### config.mk
export PLATFORM = sky130hd
export DESIGN_NAME = pclk_mux_div
export DESIGN_NICKNAME = d
export VERILOG_FILES = /design/src/rtl/pmd_pkg.sv /design/src/rtl/pmd_cfg_reg.sv /design/src/rtl/pmd_src_sel.sv /design/src/rtl/pmd_divider.sv /design/src/rtl/pclk_mux_div.sv
export SDC_FILE = /design/constraint.sdc
export NUM_CORES = 1
export LEC_CHECK = 0
export BUFFER_PORTS_ARGS = -buffer_cell sky130_fd_sc_hd__buf_4
export CORE_ASPECT_RATIO = 0.9
export CORE_UTILIZATION = 43
export CTS_CLUSTER_SIZE = 40
export DETAILED_ROUTE_END_ITERATION = 12
export GPL_TIMING_DRIVEN = 0
export PLACE_DENSITY_LB_ADDON = 0.15
export SKIP_LAST_GASP = 1
export SYNTH_ARGS = -nofsm -noshare
export SYNTH_HDL_FRONTEND = slang
export SYNTH_SLANG_ARGS = --single-unit
### constraint.sdc
create_clock -name clk -period 2.1 [get_ports clk]
set_clock_uncertainty 0.2 [all_clocks]
set_input_delay 0.525 -clock clk [delete_from_list [all_inputs] [get_ports clk]]
set_output_delay 0.525 -clock clk [all_outputs]
set_load 0.005 [all_outputs]
### src/rtl/pmd_pkg.sv
// Package: control word layout and the decoded setting type shared by the
// divider blocks and the checker. Field positions are fixed by software.
package pmd_pkg;
    localparam int REG_W    = 32;
    localparam int SEL_LSB  = 16;
    localparam int SEL_W    = 2;
    localparam int PRE_LSB  = 8;
    localparam int PRE_W    = 5;
    localparam int POST_LSB = 4;
    localparam int POST_W   = 2;

    // Decoded setting that drives the clock path.
    typedef struct packed {
        logic [SEL_W-1:0]  sel;
        logic [PRE_W-1:0]  pre;
        logic [POST_W-1:0] post;
    } pmd_cfg_t;
endpackage

### src/rtl/pmd_cfg_reg.sv
// Module: control word storage plus the active setting used by the clock path.
// Assumes: period_end is high for exactly the cycle that closes an output period;
// the active setting reloads only then, so a ratio never changes mid-period.
module pmd_cfg_reg
    import pmd_pkg::*;
(
    input  logic             clk,
    input  logic             rst_n,
    input  logic             wr_en,
    input  logic [REG_W-1:0] wr_data,
    input  logic             period_end,
    output logic [REG_W-1:0] rd_data,
    output pmd_cfg_t         act_cfg
);
    logic [REG_W-1:0] word_q;
    pmd_cfg_t         decoded;

    // Hold the full software-visible word.
    always_ff @(posedge clk) begin
        if (!rst_n)     word_q <= '0;
        else if (wr_en) word_q <= wr_data;
    end

    // Pull the three fields out of the stored word.
    always_comb begin
        decoded.sel  = word_q[SEL_LSB +: SEL_W];
        decoded.pre  = word_q[PRE_LSB +: PRE_W];
        decoded.post = word_q[POST_LSB +: POST_W];
    end

    // Reload the active setting only at an output period boundary.
    always_ff @(posedge clk) begin
        if (!rst_n)          act_cfg <= '0;
        else if (period_end) act_cfg <= decoded;
    end

    assign rd_data = word_q;
endmodule

### src/rtl/pmd_src_sel.sv
// Module: picks the strobe of the selected source out of N strobes.
// Assumes: sel is stable within an output period (guaranteed by pmd_cfg_reg).
module pmd_src_sel #(
    parameter int NUM_SRC = 4,
    parameter int SEL_W   = 2
) (
    input  logic [NUM_SRC-1:0] src_tick,
    input  logic [SEL_W-1:0]   sel,
    output logic               sel_tick
);
    logic [NUM_SRC-1:0] hit;

    // One gated term per source, OR-reduced below.
    for (genvar g = 0; g < NUM_SRC; g++) begin : g_src
        assign hit[g] = src_tick[g] & (sel == SEL_W'(g));
    end

    assign sel_tick = |hit;
endmodule

### src/rtl/pmd_divider.sv
// Module: strobe divider; passes every (ratio+1)-th input strobe.
// Assumes: ratio_i changes only while the count is zero or together with clear_i.
module pmd_divider #(
    parameter int CNT_W = 2
) (
    input  logic             clk,
    input  logic             rst_n,
    input  logic             tick_i,
    input  logic [CNT_W-1:0] ratio_i,
    input  logic             clear_i,
    output logic             done_o
);
    logic [CNT_W-1:0] cnt_q;

    assign done_o = tick_i & (cnt_q == ratio_i);

    // Count input strobes, wrap on the terminal strobe or on a clear.
    always_ff @(posedge clk) begin
        if (!rst_n)                cnt_q <= '0;
        else if (clear_i || done_o) cnt_q <= '0;
        else if (tick_i)           cnt_q <= cnt_q + 1'b1;
    end
endmodule

### src/rtl/pclk_mux_div.sv
// Module: processor clock-enable generator: source select, optional pre-divide
// on one source, post-divide, registered output strobe.
// Assumes: sources are one-cycle enable strobes in the clk domain; settings
// written through cfg_wr_* apply at the end of the running output period.
module pclk_mux_div
    import pmd_pkg::*;
#(
    parameter int NUM_SRC = 4,
    parameter int PRE_SRC = 3
) (
    input  logic               clk,
    input  logic               rst_n,
    input  logic               cfg_wr_en,
    input  logic [REG_W-1:0]   cfg_wr_data,
    output logic [REG_W-1:0]   cfg_rd_data,
    input  logic [NUM_SRC-1:0] src_tick,
    output logic               clk_en_o
);
    localparam logic [SEL_W-1:0] PRE_IDX = SEL_W'(PRE_SRC);

    pmd_cfg_t act_cfg;
    logic     sel_tick;
    logic     use_pre;
    logic     pre_done;
    logic     stage_tick;
    logic     period_end;
    logic     out_q;

    pmd_cfg_reg u_cfg (
        .clk        (clk),
        .rst_n      (rst_n),
        .wr_en      (cfg_wr_en),
        .wr_data    (cfg_wr_data),
        .period_end (period_end),
        .rd_data    (cfg_rd_data),
        .act_cfg    (act_cfg)
    );

    pmd_src_sel #(.NUM_SRC(NUM_SRC), .SEL_W(SEL_W)) u_sel (
        .src_tick (src_tick),
        .sel      (act_cfg.sel),
        .sel_tick (sel_tick)
    );

    assign use_pre = (act_cfg.sel == PRE_IDX);

    // Pre-divider exists only when the chosen source index is in range.
    if (PRE_SRC < NUM_SRC) begin : g_pre
        pmd_divider #(.CNT_W(PRE_W)) u_pre (
            .clk     (clk),
            .rst_n   (rst_n),
            .tick_i  (sel_tick & use_pre),
            .ratio_i (act_cfg.pre),
            .clear_i (period_end),
            .done_o  (pre_done)
        );
    end else begin : g_no_pre
        assign pre_done = 1'b0;
    end

    assign stage_tick = use_pre ? pre_done : sel_tick;

    pmd_divider #(.CNT_W(POST_W)) u_post (
        .clk     (clk),
        .rst_n   (rst_n),
        .tick_i  (stage_tick),
        .ratio_i (act_cfg.post),
        .clear_i (1'b0),
        .done_o  (period_end)
    );

    // Register the output strobe so it is glitch-free at the port.
    always_ff @(posedge clk) begin
        if (!rst_n) out_q <= 1'b0;
        else        out_q <= period_end;
    end

    assign clk_en_o = out_q;
endmodule

# Word-level counts from Yosys, hierarchy flattened

Cells that the tools add are included.

$mul: 0
Order comparisons: 0
Divide/modulo/power cells: 0
Multiplexer cells: 1
Equality and inequality tests: 5
Reductions and logical operators: 5
Shifts and indexed selects: 0
Add/sub/neg operators: 2
Bitwise gates (word level): 8

Operator list:

| operator                                                               | number |
|---|---|
| 1-bit AND                                                              | 7 |
| 5-bit by 1-bit adder with 5-bit output (second input constant)         | 1 |
| 5-bit equality test                                                    | 1 |
| 2-bit equality test (second input constant)                            | 2 |
| 2-bit OR reduction                                                     | 2 |
| 4-bit OR reduction                                                     | 1 |
| 2-bit by 1-bit adder with 2-bit output (second input constant)         | 1 |
| 2-bit by 1-bit equality test with 1-bit output (second input constant) | 1 |
| 2-bit equality test                                                    | 1 |
| 2-bit logical NOT                                                      | 1 |
| 1-bit logical OR                                                       | 1 |
| 1-bit two-way mux                                                      | 1 |
| 1-bit inverter                                                         | 1 |

Bits in read-only memories: 0
Bits in latches: 0
Input port bits: 39
Word-level logic and storage cells: 28
RAM bits: 0
Register bits: 49
Memories kept: 0

# Longest topological paths before layout

Word-level depth: 9
Gate-level depth with buffers: 6

# Modules after synthesis

From an unflattened synthesis, not the netlist that was laid out.

Cells, all modules: 179
Area, all modules: 2077.0 um^2

Modules (own cells, without submodules):

| module                     | times used | seq. area each (um^2) | cells an instance | area an instance (um^2) |
|---|---|---|---|---|
| pmd_cfg_reg                | 1          | 820.8                 | 132               | 1581.5 |
| pmd_divider at g_pre.u_pre | 1          | 100.1                 | 29                | 300.3 |
| pmd_divider at u_post      | 1          | 40.0                  | 11                | 116.4 |
| pclk_mux_div               | 1          | 20.0                  | 6                 | 56.3 |
| pmd_src_sel                | 1          | 0.0                   | 1                 | 22.5 |

# Worst setup path before layout

Ideal clock, no wire load.

Kind: in2reg
Start: in src_tick[3]
End: reg u_post.cnt_q[1]
Data arrival time: 1.438 ns
Path slack: 0.335 ns
Stages on the path: 5
Required time: 1.773 ns
Path through: and3_1 buf_6 nand4_4 o2111a_1 or3_1

Cells in the longest elaborated chain, start to end: 7

RTL lines:

| element                             | line               | RTL |
|---|---|---|
| from (decl)                         | pclk_mux_div.sv:16 | `input logic [NUM_SRC-1:0] src_tick,` |
| 1-bit AND (*)                       | pmd_src_sel.sv:15  | `assign hit[g] = src_tick[g] & (sel == SEL_W'(g));` |
| 4-bit OR reduction (*)              | pmd_src_sel.sv:18  | `assign sel_tick = \|hit;` |
| 1-bit AND                           | pclk_mux_div.sv:52 | `.tick_i (sel_tick & use_pre),` |
| 1-bit AND                           | pmd_divider.sv:15  | `assign done_o = tick_i & (cnt_q == ratio_i);` |
| 1-bit two-way mux (*)               | pclk_mux_div.sv:61 | `assign stage_tick = use_pre ? pre_done : sel_tick;` |
| 1-bit AND                           | pmd_divider.sv:15  |  |
| 2-bit OR reduction (no source line) | n/a                |  |
| to (signal assigned)                | pmd_divider.sv:21  | `else if (tick_i) cnt_q <= cnt_q + 1'b1;` |
| to (decl)                           | pmd_divider.sv:13  | `logic [CNT_W-1:0] cnt_q;` |

Mark *: on every way between the ends. The rest lies on a longest branch, timed or not.
A chain may end at the register's enable or synchronous reset.

# Worst setup path in the final report

Start: reg, netlist name u_cfg.act_cfg[8]
End: reg u_post.cnt_q[1]

Cells in the longest elaborated chain, start to end: 8

RTL lines:

| element                                                                | line |
|---|---|
| 2-bit by 1-bit equality test with 1-bit output (tied with other cells) | pmd_src_sel.sv:15 |
| 1-bit AND                                                              | pmd_src_sel.sv:15 |
| 4-bit OR reduction                                                     | pmd_src_sel.sv:18 |
| 1-bit AND                                                              | pclk_mux_div.sv:52 |
| 1-bit AND                                                              | pmd_divider.sv:15 |
| 1-bit two-way mux (*)                                                  | pclk_mux_div.sv:61 |
| 1-bit AND                                                              | pmd_divider.sv:15 |
| 2-bit OR reduction (no source line)                                    | n/a |

Marked as above.

==> out/qor.yml <==
global_routing:
  grt_max_degree: 15
  global_route_wire_length_before_repair_um: 6250
  grt-ovfl-total: 0
  grt_usage: 0.162
  initial_antenna_violation_count: 0
  vias_in_the_first_global_route: 1426
sta:
  achievable-frequency_ghz: 0.581
  min_period_over_period: 0.819
  worst-slew-pin-transition_ns: 0.479
  headroom_to_the_max_slew_limit: 0.680
  fin_crit_ns: 1.72
  setup_tns_ns: 0
  final_max_slew_viol_count: 0
  final_setup_slack_of_the_worst_path_ns: 0.380
  total_of_endpoints_with_negative_setup_slack_in_the_final_report: 0
  hold_vio_cnt_final: 0
  grt_setup_unrepaired: "false"
critical_path:
  worst_setup_path_start_kind: "flop"
  setup.worst_path.end_class: "flop"
  peak_per_stage_delay_on_the_critical_path_ns: 0.40
  biggest_fanout_along_the_worst_timing_path: 6
  worst_reg2reg_path_endpoint: "u_post.cnt_q[1]$_SDFFE_PP0P_"
  crit_required_ns: 2.08
  worstSetupPathType: "flop to flop"
  worst-r2r-setup-slack_ns: 0.38
  worst-r2r-cell-count: 5
  crit-reg2reg-launch: "u_cfg.act_cfg[8]$_SDFFE_PN0P_"
  cp-startpoint: "u_cfg.act_cfg[8]$_SDFFE_PN0P_"
  worstPathCellList: "and3_1 > buf_6 > nand4_4 > o2111a_1 > or3_1"
  slowest_stage_cell_crit_path: "sky130_fd_sc_hd__dfxtp_1"
  cp.arrival_ns: 1.70
  worst_setup_endpoint: "u_post.cnt_q[1]$_SDFFE_PP0P_"
clock_tree:
  cts-resized-gates: 0
  clockBufferDepth: 2
  ctsRootBufferMaster: "sky130_fd_sc_hd__clkbuf_8"
  htree_levels: 2
  clock_sinks: 49
  insertion_delay_ns: 0.29
  clk_pin_slew_ns: 0.08
  tritoncts_buffer_count: 5
  cts_post_setup_buffers_inserted: 0
  cts_hold_buffers: 0
  cts_tree: "done"
floorplan:
  chipHeight_um: 67.4
  die_footprint_um2: 5030
  io-pin-count: 72
  num_rows: 23
  initial_cell_density_of_the_core: 0.452
  design.core.area_um2: 4520
  die_w_um: 74.6
outcome:
  run_status: "finished clean"
synthesis:
  postSynthNetCount: 236
  yosys.cell_types.count: 28
  yosys_warnings: 0
  synth_edf_count: 0
  synth-seq-cells: 49
  asyncSetResetFlopFracSynth: 0
  part_of_the_yosys_area_used_for_sequential_elements: 0.480
  syn-cell-area_um2: 2040
  synthesis.instances: 196
  synth_area_per_cell_um2: 10.4
  dominantRegCellSynth: "sky130_fd_sc_hd__dfxtp_1"
pwr:
  p_leak_nw: 1.22
  finalPower_w: 0.00184
  power.density_nw_per_um2: 675
  max-vdd-ir-drop_v: 0.000479
placed_design:
  place_hpwl_um: 2870
  dp.cells: 328
  finalWeightedCongestion: 0.775
  dpl_worst_slack_ns: 0.196
  port_buffer_cells: 70
finish:
  drive_above_1_share: 0.299
  synthToLayoutAreaGrowth_pct: 33.6
  nNetsFinal: 313
  layoutNonFillerInstCount: 336
  num_antenna_cells: 0
  nFillCells: 416
detailed_routing:
  firstDrtPassIters: 4
  drt-wirelength-per-cell_um: 11.7
  drc_errors: 0
  post_drt_antenna_nets: 0
  vias_post_dr: 1560
  vias_per_cell: 4.64
  wirelength_um: 3930
  1st_iter_drt_viols: 59
min_path:
  timing.hold.worst.class: "flop to flop"
job:
  max_cap_viol_count: 0
registers in the layout, summed over array words and instances (netlist names):
name	cells
clk_en_o	1
g_pre.u_pre.cnt_q	5
u_cfg.act_cfg	9
u_cfg.rd_data	32
u_post.cnt_q	2
per-stage QoR:
step	instance area [µm²]	hold WS, ns	util
2_1_floorplan	2040	0.247	-
3_3_place_gp	2650	0.262	0.585
3_5_place_dp	2650	0.261	0.585
4_1_cts	2730	0.271	0.604
5_1_grt	2730	0.275	0.604
6_report	2730	0.271	0.604
placed cells by master (no fill, tap or decap), types with 2 or more instances in the layout:
| cell | count |
|---|---|
| sky130_fd_sc_hd__nor2_1 | 5 |
| sky130_fd_sc_hd__mux2i_1 | 44 |
| sky130_fd_sc_hd__buf_2 | 3 |
| sky130_fd_sc_hd__nor2b_1 | 32 |
| sky130_fd_sc_hd__clkbuf_1 | 9 |
| sky130_fd_sc_hd__nand3b_1 | 2 |
| sky130_fd_sc_hd__nand2_1 | 22 |
| sky130_fd_sc_hd__nand4_1 | 3 |
| sky130_fd_sc_hd__dfxtp_1 | 49 |
| sky130_fd_sc_hd__xnor2_1 | 8 |
| sky130_fd_sc_hd__buf_4 | 71 |
| sky130_fd_sc_hd__clkbuf_8 | 5 |
| sky130_fd_sc_hd__inv_1 | 2 |
| sky130_fd_sc_hd__xor2_1 | 3 |
critical path, delay by kind of cell, from the launching register on:
kind	cells	cell delay (ns)
simple gates	3	0.62
compound gates	1	0.25
buf+inv	1	0.13
flops	1	0.40
logic make-up (layout without fill, tap and decap cells):
group | Yosys count | count (layout) | share of synthesized area
multiplexers | 44 | 44 | 0.216
buffers and inverters | 14 | 92 | 0.0331
adder cells (fa/ha/maj) | 1 | 1 | 0.00613
AO/OA/AOI/OAI | 7 | 7 | 0.0276
flip-flops | 49 | 49 | 0.480
AND/OR/NAND/NOR | 70 | 70 | 0.190
XOR/XNOR | 11 | 11 | 0.0472
synth_stat cells, types with 2 or more instances:
master,count,area share
sky130_fd_sc_hd__xnor2_1,8,0.034
sky130_fd_sc_hd__dfxtp_1,49,0.48
sky130_fd_sc_hd__buf_2,3,0.0074
sky130_fd_sc_hd__nand4_1,3,0.0092
sky130_fd_sc_hd__nand3b_1,2,0.0074
sky130_fd_sc_hd__clkbuf_1,7,0.013
sky130_fd_sc_hd__nor2b_1,32,0.098
sky130_fd_sc_hd__nor2_1,5,0.0092
sky130_fd_sc_hd__inv_1,2,0.0037
sky130_fd_sc_hd__mux2i_1,44,0.22
sky130_fd_sc_hd__nand2_1,22,0.040
sky130_fd_sc_hd__xor2_1,3,0.013
how the worst min path moves through the flow:
| stage | endpoint | cells after the start | startpoint |
|---|---|---|---|
| detailed placement | u_cfg.act_cfg[4]$_SDFFE_PN0P_ | 2 | u_cfg.act_cfg[4]$_SDFFE_PN0P_ |
| global placement | u_cfg.act_cfg[4]$_SDFFE_PN0P_ | 2 | u_cfg.act_cfg[4]$_SDFFE_PN0P_ |
| CTS | u_cfg.rd_data[20]$_SDFFE_PN0P_ | 3 | cfg_wr_data[20] |
| global route | u_cfg.rd_data[14]$_SDFFE_PN0P_ | 3 | cfg_wr_data[14] |
| finish | u_cfg.act_cfg[4]$_SDFFE_PN0P_ | 2 | u_cfg.act_cfg[4]$_SDFFE_PN0P_ |
| floorplan | u_cfg.act_cfg[2]$_SDFFE_PN0P_ | 2 | u_cfg.act_cfg[2]$_SDFFE_PN0P_ |
metal layers:
metal | GRT usage | share of wire | up-vias
met2 | 0.247 | 0.42 | 47
li1 | - | - | 806
met5 | 0 | 0 | -
met4 | 0.0495 | 0.0069 | 0
met1 | 0.219 | 0.51 | 703
met3 | 0.0522 | 0.065 | 4
final cells by class:
| type | instances | area, µm² | area share |
|---|---|---|---|
| Clock inverter | 1 | 7.51 | 0.00275 |
| Tap cell | 62 | 77.6 | 0.0284 |
| Sequential cell | 49 | 981 | 0.359 |
| Inverter | 2 | 7.51 | 0.00275 |
| Timing Repair Buffer | 70 | 526 | 0.193 |
| Clock buffer | 7 | 76.3 | 0.0280 |
| Multi-Input combinational cell | 133 | 993 | 0.364 |
| Buffer | 12 | 60.1 | 0.0220 |
report_power, final:
| part | leakage, nW | internal [W] | switching (W) |
|---|---|---|---|
| registers | 0.402 | 0.000980 | 0.0000337 |
| logic | 0.780 | 0.000178 | 0.000123 |
| clock network | 0.0385 | 0.000236 | 0.000293 |
| total | 1.22 | 0.00139 | 0.000449 |
No activity file was read; power rests on OpenSTA's default activity.
